File: config.mk
export PLATFORM = sky130hd
export DESIGN_NAME = irq_priority_arbiter
export DESIGN_NICKNAME = d
export VERILOG_FILES = /design/src/rtl/irq_arb_pkg.sv /design/src/rtl/irq_enable_split.sv /design/src/rtl/irq_class_pick.sv /design/src/rtl/irq_lsb_index.sv /design/src/rtl/irq_priority_arbiter.sv
export SDC_FILE = /design/constraint.sdc
export NUM_CORES = 1
export LEC_CHECK = 0
export CAP_MARGIN = 10
export CORE_MARGIN = 5
export CORE_UTILIZATION = 40
export CTS_CLUSTER_DIAMETER = 50
export CTS_CLUSTER_SIZE = 24
export DETAILED_ROUTE_END_ITERATION = 6
export DONT_BUFFER_PORTS = 1
export SLEW_MARGIN = 20
export SYNTH_ARGS = -nofsm -noshare
export SYNTH_HDL_FRONTEND = slang
export SYNTH_SLANG_ARGS = --single-unit
export TNS_END_PERCENT = 1
File: constraint.sdc
create_clock -name clk -period 2.9 [get_ports clk]
set_input_delay 0.145 -clock clk [delete_from_list [all_inputs] [get_ports clk]]
set_output_delay 0.145 -clock clk [all_outputs]
set_load 0.1 [all_outputs]
File: src/rtl/irq_arb_pkg.sv
// Shared definitions for the interrupt priority arbiter.
// Assumes the standard bit layout of the pending vector: software at
// 1/3, timer at 5/7, external at 9/11, custom sources at 12 and above.
package irq_arb_pkg;

    typedef enum logic [1:0] {
        PRIV_USER  = 2'd0,
        PRIV_SUPER = 2'd1,
        PRIV_RSVD  = 2'd2,
        PRIV_MACH  = 2'd3
    } priv_e;

    localparam int unsigned TOP_STD_BIT = 11;
    localparam int unsigned SW_S_BIT    = 1;
    localparam int unsigned SW_M_BIT    = 3;
    localparam int unsigned TMR_S_BIT   = 5;
    localparam int unsigned TMR_M_BIT   = 7;
    localparam int unsigned EXT_S_BIT   = 9;
    localparam int unsigned EXT_M_BIT   = 11;

endpackage

File: src/rtl/irq_enable_split.sv
// Qualifies pending interrupts by privilege and global enables and picks
// the group to arbitrate: the machine-level group when it holds any
// eligible bit, otherwise the delegated group.
// Assumes priv_i is already legal; reserved level 2 counts as above S.
module irq_enable_split
    import irq_arb_pkg::*;
#(
    parameter int unsigned XLEN = 32
) (
    input  logic [XLEN-1:0] pend_i,
    input  logic [XLEN-1:0] deleg_i,
    input  logic [1:0]      priv_i,
    input  logic            m_ie_i,
    input  logic            s_ie_i,
    output logic [XLEN-1:0] group_o
);

    logic            m_on;
    logic            s_on;
    logic [XLEN-1:0] m_grp;
    logic [XLEN-1:0] s_grp;

    // Per-level enable from privilege and global enable bits
    always_comb begin
        m_on = (priv_i != PRIV_MACH) || m_ie_i;
        s_on = (priv_i == PRIV_USER) || ((priv_i == PRIV_SUPER) && s_ie_i);
    end

    // Group masking, machine group wins whenever non-empty
    always_comb begin
        m_grp   = pend_i & ~deleg_i & {XLEN{m_on}};
        s_grp   = pend_i &  deleg_i & {XLEN{s_on}};
        group_o = (m_grp != '0) ? m_grp : s_grp;
    end

endmodule

File: src/rtl/irq_class_pick.sv
// Applies fixed class priority to a group of eligible interrupt bits and
// keeps only the bits of the highest non-empty class.
// Assumes XLEN is larger than 12 so the custom class exists.
module irq_class_pick
    import irq_arb_pkg::*;
#(
    parameter int unsigned XLEN = 32
) (
    input  logic [XLEN-1:0] group_i,
    output logic [XLEN-1:0] class_o,
    output logic            valid_o
);

    localparam logic [XLEN-1:0] ONE      = XLEN'(1);
    localparam logic [XLEN-1:0] HI_MASK  = ~((ONE << (TOP_STD_BIT + 1)) - ONE);
    localparam logic [XLEN-1:0] EXT_MASK = (ONE << EXT_S_BIT) | (ONE << EXT_M_BIT);
    localparam logic [XLEN-1:0] SW_MASK  = (ONE << SW_S_BIT)  | (ONE << SW_M_BIT);
    localparam logic [XLEN-1:0] TMR_MASK = (ONE << TMR_S_BIT) | (ONE << TMR_M_BIT);

    // Walk the class ladder from highest to lowest
    always_comb begin
        if ((group_i & HI_MASK) != '0)
            class_o = group_i & HI_MASK;
        else if ((group_i & EXT_MASK) != '0)
            class_o = group_i & EXT_MASK;
        else if ((group_i & SW_MASK) != '0)
            class_o = group_i & SW_MASK;
        else
            class_o = group_i & TMR_MASK;
        valid_o = (class_o != '0);
    end

endmodule

File: src/rtl/irq_lsb_index.sv
// Returns the index of the lowest set bit of a vector (trailing zero
// count). Output is 0 for an all-zero vector; callers gate with valid.
module irq_lsb_index #(
    parameter int unsigned XLEN = 32,
    parameter int unsigned IW   = $clog2(XLEN)
) (
    input  logic [XLEN-1:0] vec_i,
    output logic [IW-1:0]   idx_o
);

    // Scan downward so the lowest set bit is written last
    always_comb begin
        idx_o = '0;
        for (int i = XLEN - 1; i >= 0; i--) begin
            if (vec_i[i]) idx_o = IW'(i);
        end
    end

endmodule

File: src/rtl/irq_priority_arbiter.sv
// Interrupt priority arbiter top. Combines group selection, class
// priority and lowest-bit index, then registers a one-cycle take strobe
// and a cause word that is held until the trap logic accepts it.
// Assumes XLEN is 32 or 64 and inputs are synchronous to clk.
module irq_priority_arbiter
    import irq_arb_pkg::*;
#(
    parameter int unsigned XLEN = 32
) (
    input  logic            clk,
    input  logic            rst_n,
    input  logic [XLEN-1:0] pend_i,
    input  logic [XLEN-1:0] deleg_i,
    input  logic [1:0]      priv_i,
    input  logic            m_ie_i,
    input  logic            s_ie_i,
    input  logic            dbg_mode_i,
    input  logic            accept_i,
    output logic            take_o,
    output logic [XLEN-1:0] cause_o
);

    localparam int unsigned IW = $clog2(XLEN);

    logic [XLEN-1:0] group_v;
    logic [XLEN-1:0] class_v;
    logic            class_ok;
    logic [IW-1:0]   bit_idx;
    logic [XLEN-1:0] cause_n;
    logic            held_q;

    irq_enable_split #(.XLEN(XLEN)) i_split (
        .pend_i  (pend_i),
        .deleg_i (deleg_i),
        .priv_i  (priv_i),
        .m_ie_i  (m_ie_i),
        .s_ie_i  (s_ie_i),
        .group_o (group_v)
    );

    irq_class_pick #(.XLEN(XLEN)) i_class (
        .group_i (group_v),
        .class_o (class_v),
        .valid_o (class_ok)
    );

    irq_lsb_index #(.XLEN(XLEN), .IW(IW)) i_index (
        .vec_i (class_v),
        .idx_o (bit_idx)
    );

    // Assemble the cause word: interrupt flag on top, index at the bottom
    always_comb begin
        cause_n                  = '0;
        cause_n[XLEN-1]          = 1'b1;
        cause_n[IW-1:0]          = bit_idx;
    end

    // Strobe, cause hold and accept handshake
    always_ff @(posedge clk) begin
        if (!rst_n) begin
            take_o  <= 1'b0;
            held_q  <= 1'b0;
            cause_o <= '0;
        end else if (held_q) begin
            take_o <= 1'b0;
            if (accept_i) begin
                held_q  <= 1'b0;
                cause_o <= '0;
            end
        end else if (class_ok && !dbg_mode_i) begin
            take_o  <= 1'b1;
            held_q  <= 1'b1;
            cause_o <= cause_n;
        end else begin
            take_o <= 1'b0;
        end
    end

    // Strobe never lasts two cycles
    p_one_pulse_r9: assert property (@(posedge clk) disable iff (!rst_n)
        take_o |=> !take_o);

    // Cause is frozen until accepted
    p_cause_hold_r10: assert property (@(posedge clk) disable iff (!rst_n)
        (cause_o != '0 && !accept_i) |=> $stable(cause_o));

    // Cause word format on every take
    p_cause_fmt_r8: assert property (@(posedge clk) disable iff (!rst_n)
        take_o |-> (cause_o[XLEN-1] && (cause_o[XLEN-2:IW] == '0)));

    // Debug mode blocks the decision that produced a take
    p_no_dbg_take_r5: assert property (@(posedge clk) disable iff (!rst_n)
        take_o |-> !$past(dbg_mode_i));

    // Index points at a set bit with nothing set below it
    p_lowest_bit_r7: assert property (@(posedge clk) disable iff (!rst_n)
        class_ok |-> (class_v[bit_idx] &&
                      ((class_v & ((XLEN'(1) << bit_idx) - XLEN'(1))) == '0)));

    // Winning class is a subset of the selected group
    p_class_subset_r6: assert property (@(posedge clk) disable iff (!rst_n)
        (class_v & ~group_v) == '0);

endmodule

Yosys cells after proc, flatten, opt, wreduce, memory -nomap -nowiden
Cells that the tools add are included.
W data, S select, Z words.
{"block": "totals", "ff_bits": 34, "input_bits": 72, "elab_cells": 68}
{"block": "classes", "n_eq_ne": 3, "n_mux": 42, "bitwise": 6, "reduce_logical": 14}
{"operator": "$mux W32", "count": 5}
{"operator": "$mux W5", "count": 32}
{"operator": "$reduce_bool A32 Y1", "count": 5}
{"operator": "$and A32 B32 Y32", "count": 4}
{"operator": "$not A32 Y32", "count": 1}
{"operator": "$mux W12", "count": 1}
{"operator": "$mux W8", "count": 1}
{"operator": "$ne A2 B2 Y1 const B", "count": 2}
{"operator": "$mux W1", "count": 3}
{"operator": "$eq A2 B1 Y1 const B", "count": 1}
{"operator": "$logic_and A1 B1 Y1", "count": 2}
{"operator": "$logic_not A2 Y1", "count": 1}
{"operator": "$logic_or A1 B1 Y1", "count": 2}
{"operator": "$reduce_and A2 Y1", "count": 1}
{"operator": "$reduce_bool A2 Y1", "count": 1}
{"operator": "$reduce_or A2 Y1", "count": 1}
{"operator": "$logic_not A1 Y1", "count": 1}
{"operator": "$not A1 Y1", "count": 1}

Depth between registers and ports, before layout
Gate-level depths: netlist of the first run.
{"block": "depth", "word_depth": 43, "ltp_mapped": 11}

By module
From an unflattened synthesis of the first run, not the netlist that was laid out.
{"block": "hier_totals", "cells_unflattened": 289, "hier_area_um2": 2188.3}
{"module": "irq_enable_split", "n_inst": 1, "cells_per_inst": 122, "area_each_um2": 1051.0}
{"module": "irq_priority_arbiter", "n_inst": 1, "cells_per_inst": 60, "area_each_um2": 513.0}
{"module": "irq_lsb_index", "n_inst": 1, "cells_per_inst": 63, "area_each_um2": 365.4}
{"module": "irq_class_pick", "n_inst": 1, "cells_per_inst": 44, "area_each_um2": 259.0}

Worst setup path after synthesis of the first run
Ideal clock, no wire load.
{"block": "synth_timing", "path_kind": "input port to flip-flop", "startpoint": "in pend_i[7]", "endpoint": "reg cause_o[0]", "setup_ns": 0.091, "t_arrival_ns": 2.537, "slack_ns": 0.272, "path_stages": 11, "cell_sequence": "nor2b_2 > or4b_4 > or4_1 > buf_6 > o41ai_4 > a22o_2 > or2_4 > nor3_4 > a41oi_4 > a21oi_1 > a311oi_1"}
{"block": "synth_between", "elab_chain_cells": 40, "word_cells_on_any_way": 50, "classes_between": "mux: 38; bitwise: 4; reduce/logical: 8"}
{"item": "from (decl)", "line": "irq_priority_arbiter.sv:12", "source": "input logic [XLEN-1:0] pend_i,"}
{"item": "$and A32 B32 Y32 (2 in series)", "line": "irq_enable_split.sv:31", "source": "m_grp = pend_i & ~deleg_i & {XLEN{m_on}};"}
{"item": "$reduce_bool A32 Y1", "line": "irq_enable_split.sv:33", "source": "group_o = (m_grp != '0) ? m_grp : s_grp;"}
{"item": "$mux W32 (*)", "line": "irq_enable_split.sv:33"}
{"item": "$reduce_bool A32 Y1", "line": "irq_class_pick.sv:22", "source": "if ((group_i & HI_MASK) != '0)"}
{"item": "$mux W32 (*)", "line": "irq_class_pick.sv:22"}
{"item": "$mux W5 (32 in series)", "line": "irq_lsb_index.sv:15", "source": "if (vec_i[i]) idx_o = IW'(i);"}
{"item": "$mux W32", "line": "irq_priority_arbiter.sv:71", "source": "end else if (class_ok && !dbg_mode_i) begin"}
{"item": "$mux W32", "line": "irq_priority_arbiter.sv:65", "source": "end else if (held_q) begin"}
{"item": "to (signal assigned)", "line": "irq_priority_arbiter.sv:74", "source": "cause_o <= cause_n;"}
{"item": "to (decl)", "line": "irq_priority_arbiter.sv:20", "source": "output logic [XLEN-1:0] cause_o"}
Mark *: on every way between the ends. The rest lies on a longest branch, timed or not. The select of a mux whose other input is x is not followed.
A chain may end at the register's enable or synchronous reset.

Worst setup path after layout of the first run
Ends and elaborated chain as after synthesis.

==> reports/qor.yml, run 1 <==
status: "finished, final reports clean"
clk_latency_ns: 0.23
port_buffers: 0
final_util_pct: 42.4
synth_warnings: 0
multi_input_area_um2: 1520
fin_nets: 335
final_cells: 316
synth-edff-count: 0
rsz0062_at_grt: "false"
p_switching_uw: 373
routed-via-count: 1868
grt_pass1_vias: 1817
power_frac_comb_pct: 62.1
seq_power_share_pct: 18.6
hpwl_um: 5040
holdBufCountCts: 0
crit_arrival_ns: 2.82
post_drt_wl_per_cell_um: 18.2
antenna_found_initial: 0
p_per_area_nw_per_um2: 350
drcViolationCount: 0
max_freq_mhz: 373
drtAntennaViolNets: 0
nFillCells: 487
drive_above_1_share_pct: 23.0
area_delta_synth_final_pct: 4.92
die_x_um: 78.6
synth_top_area_share_pct: 10.4
first_pass_iters: 4
worstSetupStartpointType: "primary input"
grt_pass1_wl_um: 8560
core_area_um2: 4660
syn_inst: 246
setup_violations: 0
pwr-share-clk_pct: 19.3
clockRootBuffer: "clkbuf_8"
fin_worst_skew_ns: 0.00839
htreeDepth: 1
crit_path_max_fanout: 7
post_drt_via_cell_ratio: 5.91
crit_required_ns: 3.04
drt_wl_total_um: 5760
synth.distinct_cells: 76
final.period_utilization_pct: 92.3
synth_area_leader_cell: "buf_4"
period_needed_ns: 2.68
grt_overflow: 0
synth_area_leaders: "buf_4 (10%), dfxtp_1 (8.5%), nand2_1 (5.6%)"
die-area_um2: 6180
cts_sinks: 8
tightest_slew_ns: 0.941
placedCellCount: 312
synth_commonest_cells: "nand2_1 (28), buf_4 (26), nor2_1 (18)"
cts_buffers: 3
fp.dieH_um: 78.6
p_sw_share_pct: 53.9
synth_most_common_cell: "nand2_1"
slew_violations: 0
grt_usage_pct: 17.4
synthArstFlopShare_pct: 0
start_util_pct: 40.4
netlist_area_um2: 1880
cts_buffer_depth: 2
power.total_uw: 692
drtIter0Drc: 120
intPower_uw: 319
ctsResizeCount: 0
grt_start_max_net_pins: 14
rows: 25
synth_seq_cells: 8
ir_drop_uv: 192
ios: 105
dpl-instance-area_um2: 1930
drv_cap: 0
cts_tree: "yes"
routabilityCongestion: 0.890
p_leak_uw: 0.000869
slew_headroom_pct: 37.2
crit_type: "in2reg"
crit_path_end_kind: "register"
yosys_most_used_dff: "dfxtp_1"
hold_violations: 0
clkTransAtPathRegs_ns: 0.04
finalSetupTns_ns: 0
regArea_um2: 160
syn_area_per_cell_um2: 7.65
fin_area_um2: 1980
hold_path.class: "in2reg"
cts_setup_buffers: 0
synth_seq_area_share_pct: 8.50
[layer usage]
| layer | global-route usage [%] | vias up | routed length [um] |
|---|---|---|---|
| met1 | 20.5 | 879 | 2370 |
| met3 | 4.93 | 6 | 486 |
| met2 | 31.6 | 78 | 2850 |
| li1 | - | 905 | - |
| met4 | 2.97 | 0 | 46 |
| met5 | 0 | - | 0 |
[cell type report]
| type | instances | share of cell area [%] |
|---|---|---|
| timing repair buffer | 19 | 7.22 |
| sequential | 8 | 8.11 |
| multi-input combinational | 219 | 76.8 |
| antenna | 1 | 0.127 |
| tap | 54 | 3.42 |
| clock buffer | 3 | 2.09 |
| inverter | 12 | 2.28 |
[cells in the final DEF, fill, tap and decap left out, types with 8 or more instances in the layout]
| cell | instances |
|---|---|
| inv_1 | 10 |
| nand2b_1 | 12 |
| conb_1 | 26 |
| a21oi_1 | 11 |
| nor2b_1 | 8 |
| nor2_1 | 18 |
| dfxtp_1 | 8 |
| buf_4 | 19 |
| nand2_1 | 28 |
[worst max-delay path, cell delays in order]
cell       delay [ns]
nor2b_2          0.15
or4b_4           0.52
or4_1            0.41
buf_4            0.20
nor3_2           0.23
a31oi_1          0.19
a2bb2oi_1        0.16
a22o_1           0.20
a22oi_1          0.21
o211ai_1         0.14
a311oi_1         0.27
[state kept, by name, indices dropped and copies added (netlist names)]
name and flops:
cause_o 6, held_q 1, take_o 1
[path summary, 6_finish.rpt]
path         cells after the start          end   startpoint  slack [ns]
min reg2reg                      2  cause_o[31]  cause_o[31]        0.50
min                              1   cause_o[4]        rst_n        0.04
max reg2reg                      4   cause_o[3]       held_q        1.50
max                             11   cause_o[0]    pend_i[7]        0.22
[logic make-up (layout without fill, tap and decap cells)]
group / Yosys count / after routing / synth area share (%)
AO/OA/AOI/OAI: 79 / 79 / 38.0
buffers and inverters: 44 / 34 / 15.9
flip-flops: 8 / 8 / 8.50
other: 1 / 27 / 0.199
AND/OR/NAND/NOR: 114 / 114 / 37.3
[through the flow]
stage	hold slack, ns	worst slack [ns]
final	0.0392	0.222
after CTS	0.0359	0.238
after global routing	0.0490	0.121
after global placement	0.266	0.0246
after detailed placement	0.268	0.000457
after floorplan	0.262	0.272
[power by group through the flow]
stage          registers [uW]  clock network (uW)  logic [uW]
2_1_floorplan             182                   0         348
3_3_place_gp              130                   0         427
3_5_place_dp              131                   0         428
4_1_cts                   129                 135         429
5_1_grt                   130                 139         453
6_report                  129                 133         430
No activity file was read; power rests on OpenSTA's default activity.
==> inputs of run 2 (changes only) <==
--- a/config.mk
+++ b/config.mk
@@ -12,6 +12,7 @@
 export CTS_CLUSTER_SIZE = 24
 export DETAILED_ROUTE_END_ITERATION = 6
 export DONT_BUFFER_PORTS = 1
+export GPL_TIMING_DRIVEN = 0
 export SLEW_MARGIN = 20
 export SYNTH_ARGS = -nofsm -noshare
 export SYNTH_HDL_FRONTEND = slang
==> run 2 against run 1 <==
Effect of this change:
- sequential power is 41% higher
- critical path depth is 1 lower
- clock skew decreased by 0.0043 ns
- hold slack worse by 0.012 ns
- count of clock-buffer cells in the layout did not move
- combinational power shrank 9.1%
- final cell count grew 3.8%
- final area up 6.0%
- via count is essentially flat
- sequential share of layout area is 0.46 points lower
==> reports/qor.yml, run 2 (synthesis results as in run 1) <==
status: "finished, final reports clean"  # unchanged
crit_path_max_fanout: 10  # was 7
final_cell_mix: "nand2_1 (28), buf_4 (26), conb_1 (26)"  # was nand2_1 (28), conb_1 (26), buf_4 (19)
top_register: "cause_o"  # unchanged
r2r-end: "cause_o[3]"  # unchanged
hpwl_um: 4950  # was 5040 um
crit_arrival_ns: 2.85  # was 2.82 ns
min_from: "rst_n"  # unchanged
worstSetupStartpointType: "primary input"  # unchanged
grt_start_max_net_pins: 11  # was 14
die-area_um2: 6180  # unchanged
crit_family: "simple AND/OR/NAND/NOR gates"  # unchanged
ir_drop_uv: 255  # was 192 uV
cpMaxStageDelayCell: "clkbuf_1"  # was or4b_4
final_common_cell: "nand2_1"  # unchanged
tightest_slew_ns: 0.975  # was 0.941 ns
clk_latency_ns: 0.24  # was 0.23 ns
antenna_found_initial: 0  # unchanged
post_drt_via_cell_ratio: 5.70  # was 5.91
largestRegisters: "cause_o x6, held_q x1, take_o x1"  # unchanged
holdPathEnd: "cause_o[4]"  # unchanged
grt_pass1_wl_um: 9140  # was 8560 um
nFillCells: 511  # was 487
min_path_cells: 1  # unchanged
routed-via-count: 1869  # was 1868
regArea_um2: 160  # unchanged
cts_sinks: 8  # unchanged
hold_violations: 0  # unchanged
crit_path_end_kind: "register"  # unchanged
finalSetupTns_ns: 0  # unchanged
cts_tree: "yes"  # unchanged
p_per_area_nw_per_um2: 339  # was 350 nW/um2
post_drt_wl_per_cell_um: 17.7  # was 18.2 um
drt_wl_total_um: 5800  # was 5760 um
core_area_um2: 4660  # unchanged
grt_usage_pct: 18.6  # was 17.4%
grt_pass1_vias: 1882  # was 1817
cts_buffers: 3  # unchanged
multi_input_area_um2: 1530  # was 1520 um2
dpl-instance-area_um2: 2040  # was 1930 um2
routabilityCongestion: 0.916  # was 0.890
crit_required_ns: 3.03  # was 3.04 ns
drtAntennaViolNets: 0  # unchanged
clockRootBuffer: "clkbuf_8"  # unchanged
slew_violations: 0  # unchanged
rows: 25  # unchanged
n_antenna_cell: 0  # was 1
reg2reg_from: "cause_o[3]"  # was held_q
holdBufCountCts: 0  # unchanged
path_cells: "nand2_1 > nor2_1 > clkbuf_1 > o32ai_1 > a31oi_2 > nand4_4 > nor3_4 > a41oi_4 > and2_2 > a31o_1"  # was nor2b_2 > or4b_4 > or4_1 > buf_4 > nor3_2 > a31oi_1 > a2bb2oi_1 > a22o_1 > a22oi_1 > o211ai_1 > a311oi_1
drv_cap: 0  # unchanged
power.total_uw: 710  # was 692 uW
setup_violations: 0  # unchanged
htreeDepth: 1  # unchanged
first_pass_iters: 4  # unchanged
fin_hold_ws_ns: 0.0274  # was 0.0392 ns
p_leak_uw: 0.000950  # was 0.000869 uW
period_needed_ns: 2.72  # was 2.68 ns
area_delta_synth_final_pct: 11.2  # was 4.92%
port_buffers: 0  # unchanged
reg2regPathDepth: 2  # was 4
fp.dieH_um: 78.6  # unchanged
crit_buf_inv: 1  # unchanged
cp.depth: 10  # was 11
crit_type: "in2reg"  # unchanged
drtIter0Drc: 84  # was 120
fin_worst_skew_ns: 0.00411  # was 0.00839 ns
fin_nets: 348  # was 335
fin_area_um2: 2090  # was 1980 um2
final.period_utilization_pct: 93.9  # was 92.3%
cpPeakStageDelay_ns: 0.46  # was 0.52 ns
hold_path.class: "in2reg"  # unchanged
slew_headroom_pct: 34.9  # was 37.2%
start_util_pct: 40.4  # unchanged
regToRegSetupSlack_ns: 1.44  # was 1.50 ns
largest_reg_flops: 6  # unchanged
rsz0062_at_grt: "true"  # was false
final_util_pct: 44.9  # was 42.4%
drcViolationCount: 0  # unchanged
clkTransAtPathRegs_ns: 0.04  # about the same
grt_overflow: 0  # unchanged
drive_above_1_share_pct: 25.9  # was 23.0%
ios: 105  # unchanged
cts_buffer_depth: 2  # unchanged
die_x_um: 78.6  # unchanged
max_freq_mhz: 367  # was 373 MHz
## run 2: worst max-delay path by stage
| stage | slack [ns] | end | from |
|---|---|---|---|
| floorplan | 0.27 | cause_o[0] | pend_i[7] |
| global placement | -0.17 | cause_o[0] | pend_i[7] |
| detailed placement | -0.13 | cause_o[3] | pend_i[7] |
| CTS | 0.08 | cause_o[0] | pend_i[7] |
| global route | -0.09 | cause_o[1] | priv_i[0] |
| finish | 0.18 | cause_o[1] | priv_i[0] |
## run 2: final cells by class
| class | count | area share [%] |
|---|---|---|
| buffer | 32 | 12.2 |
| clock buffer | 3 | 1.97 |
| sequential | 8 | 7.65 |
| inverter | 12 | 2.15 |
| tap | 54 | 3.23 |
| multi-input combinational | 219 | 72.8 |
## run 2: through the flow
step           std cells  setup slack (ns)
6_report             328             0.177
5_1_grt              328           -0.0925
4_1_cts              328            0.0839
3_5_place_dp         325            -0.133
3_3_place_gp         325            -0.173
2_1_floorplan        271             0.272
## run 2: report_power, final
part           switching [uW]  internal, uW
Sequential               62.2           119
Combinational             271           120
Clock                    47.3          90.2
## run 2: per-layer routing
| metal | vias to the layer above | GRT usage [%] | share of wire (%) |
|---|---|---|---|
| met4 | 0 | 5.94 | 2.4 |
| li1 | 928 | - | - |
| met5 | - | 0 | 0 |
| met3 | 13 | 5.50 | 8.2 |
| met1 | 847 | 22.3 | 42 |
| met2 | 81 | 31.5 | 48 |
## run 2: repair_timing
item / CTS / global route
setup buffers: 0 / 0
endpoints found under the setup margin: 0 / 5
gates resized for setup: 0 / 1
## run 2: worst reg2reg max path: cells and delay by family (launching register included)
| kind | cells | cell delay (ns) |
|---|---|---|
| compound gates | 2 | 0.42 |
| flops | 1 | 0.95 |
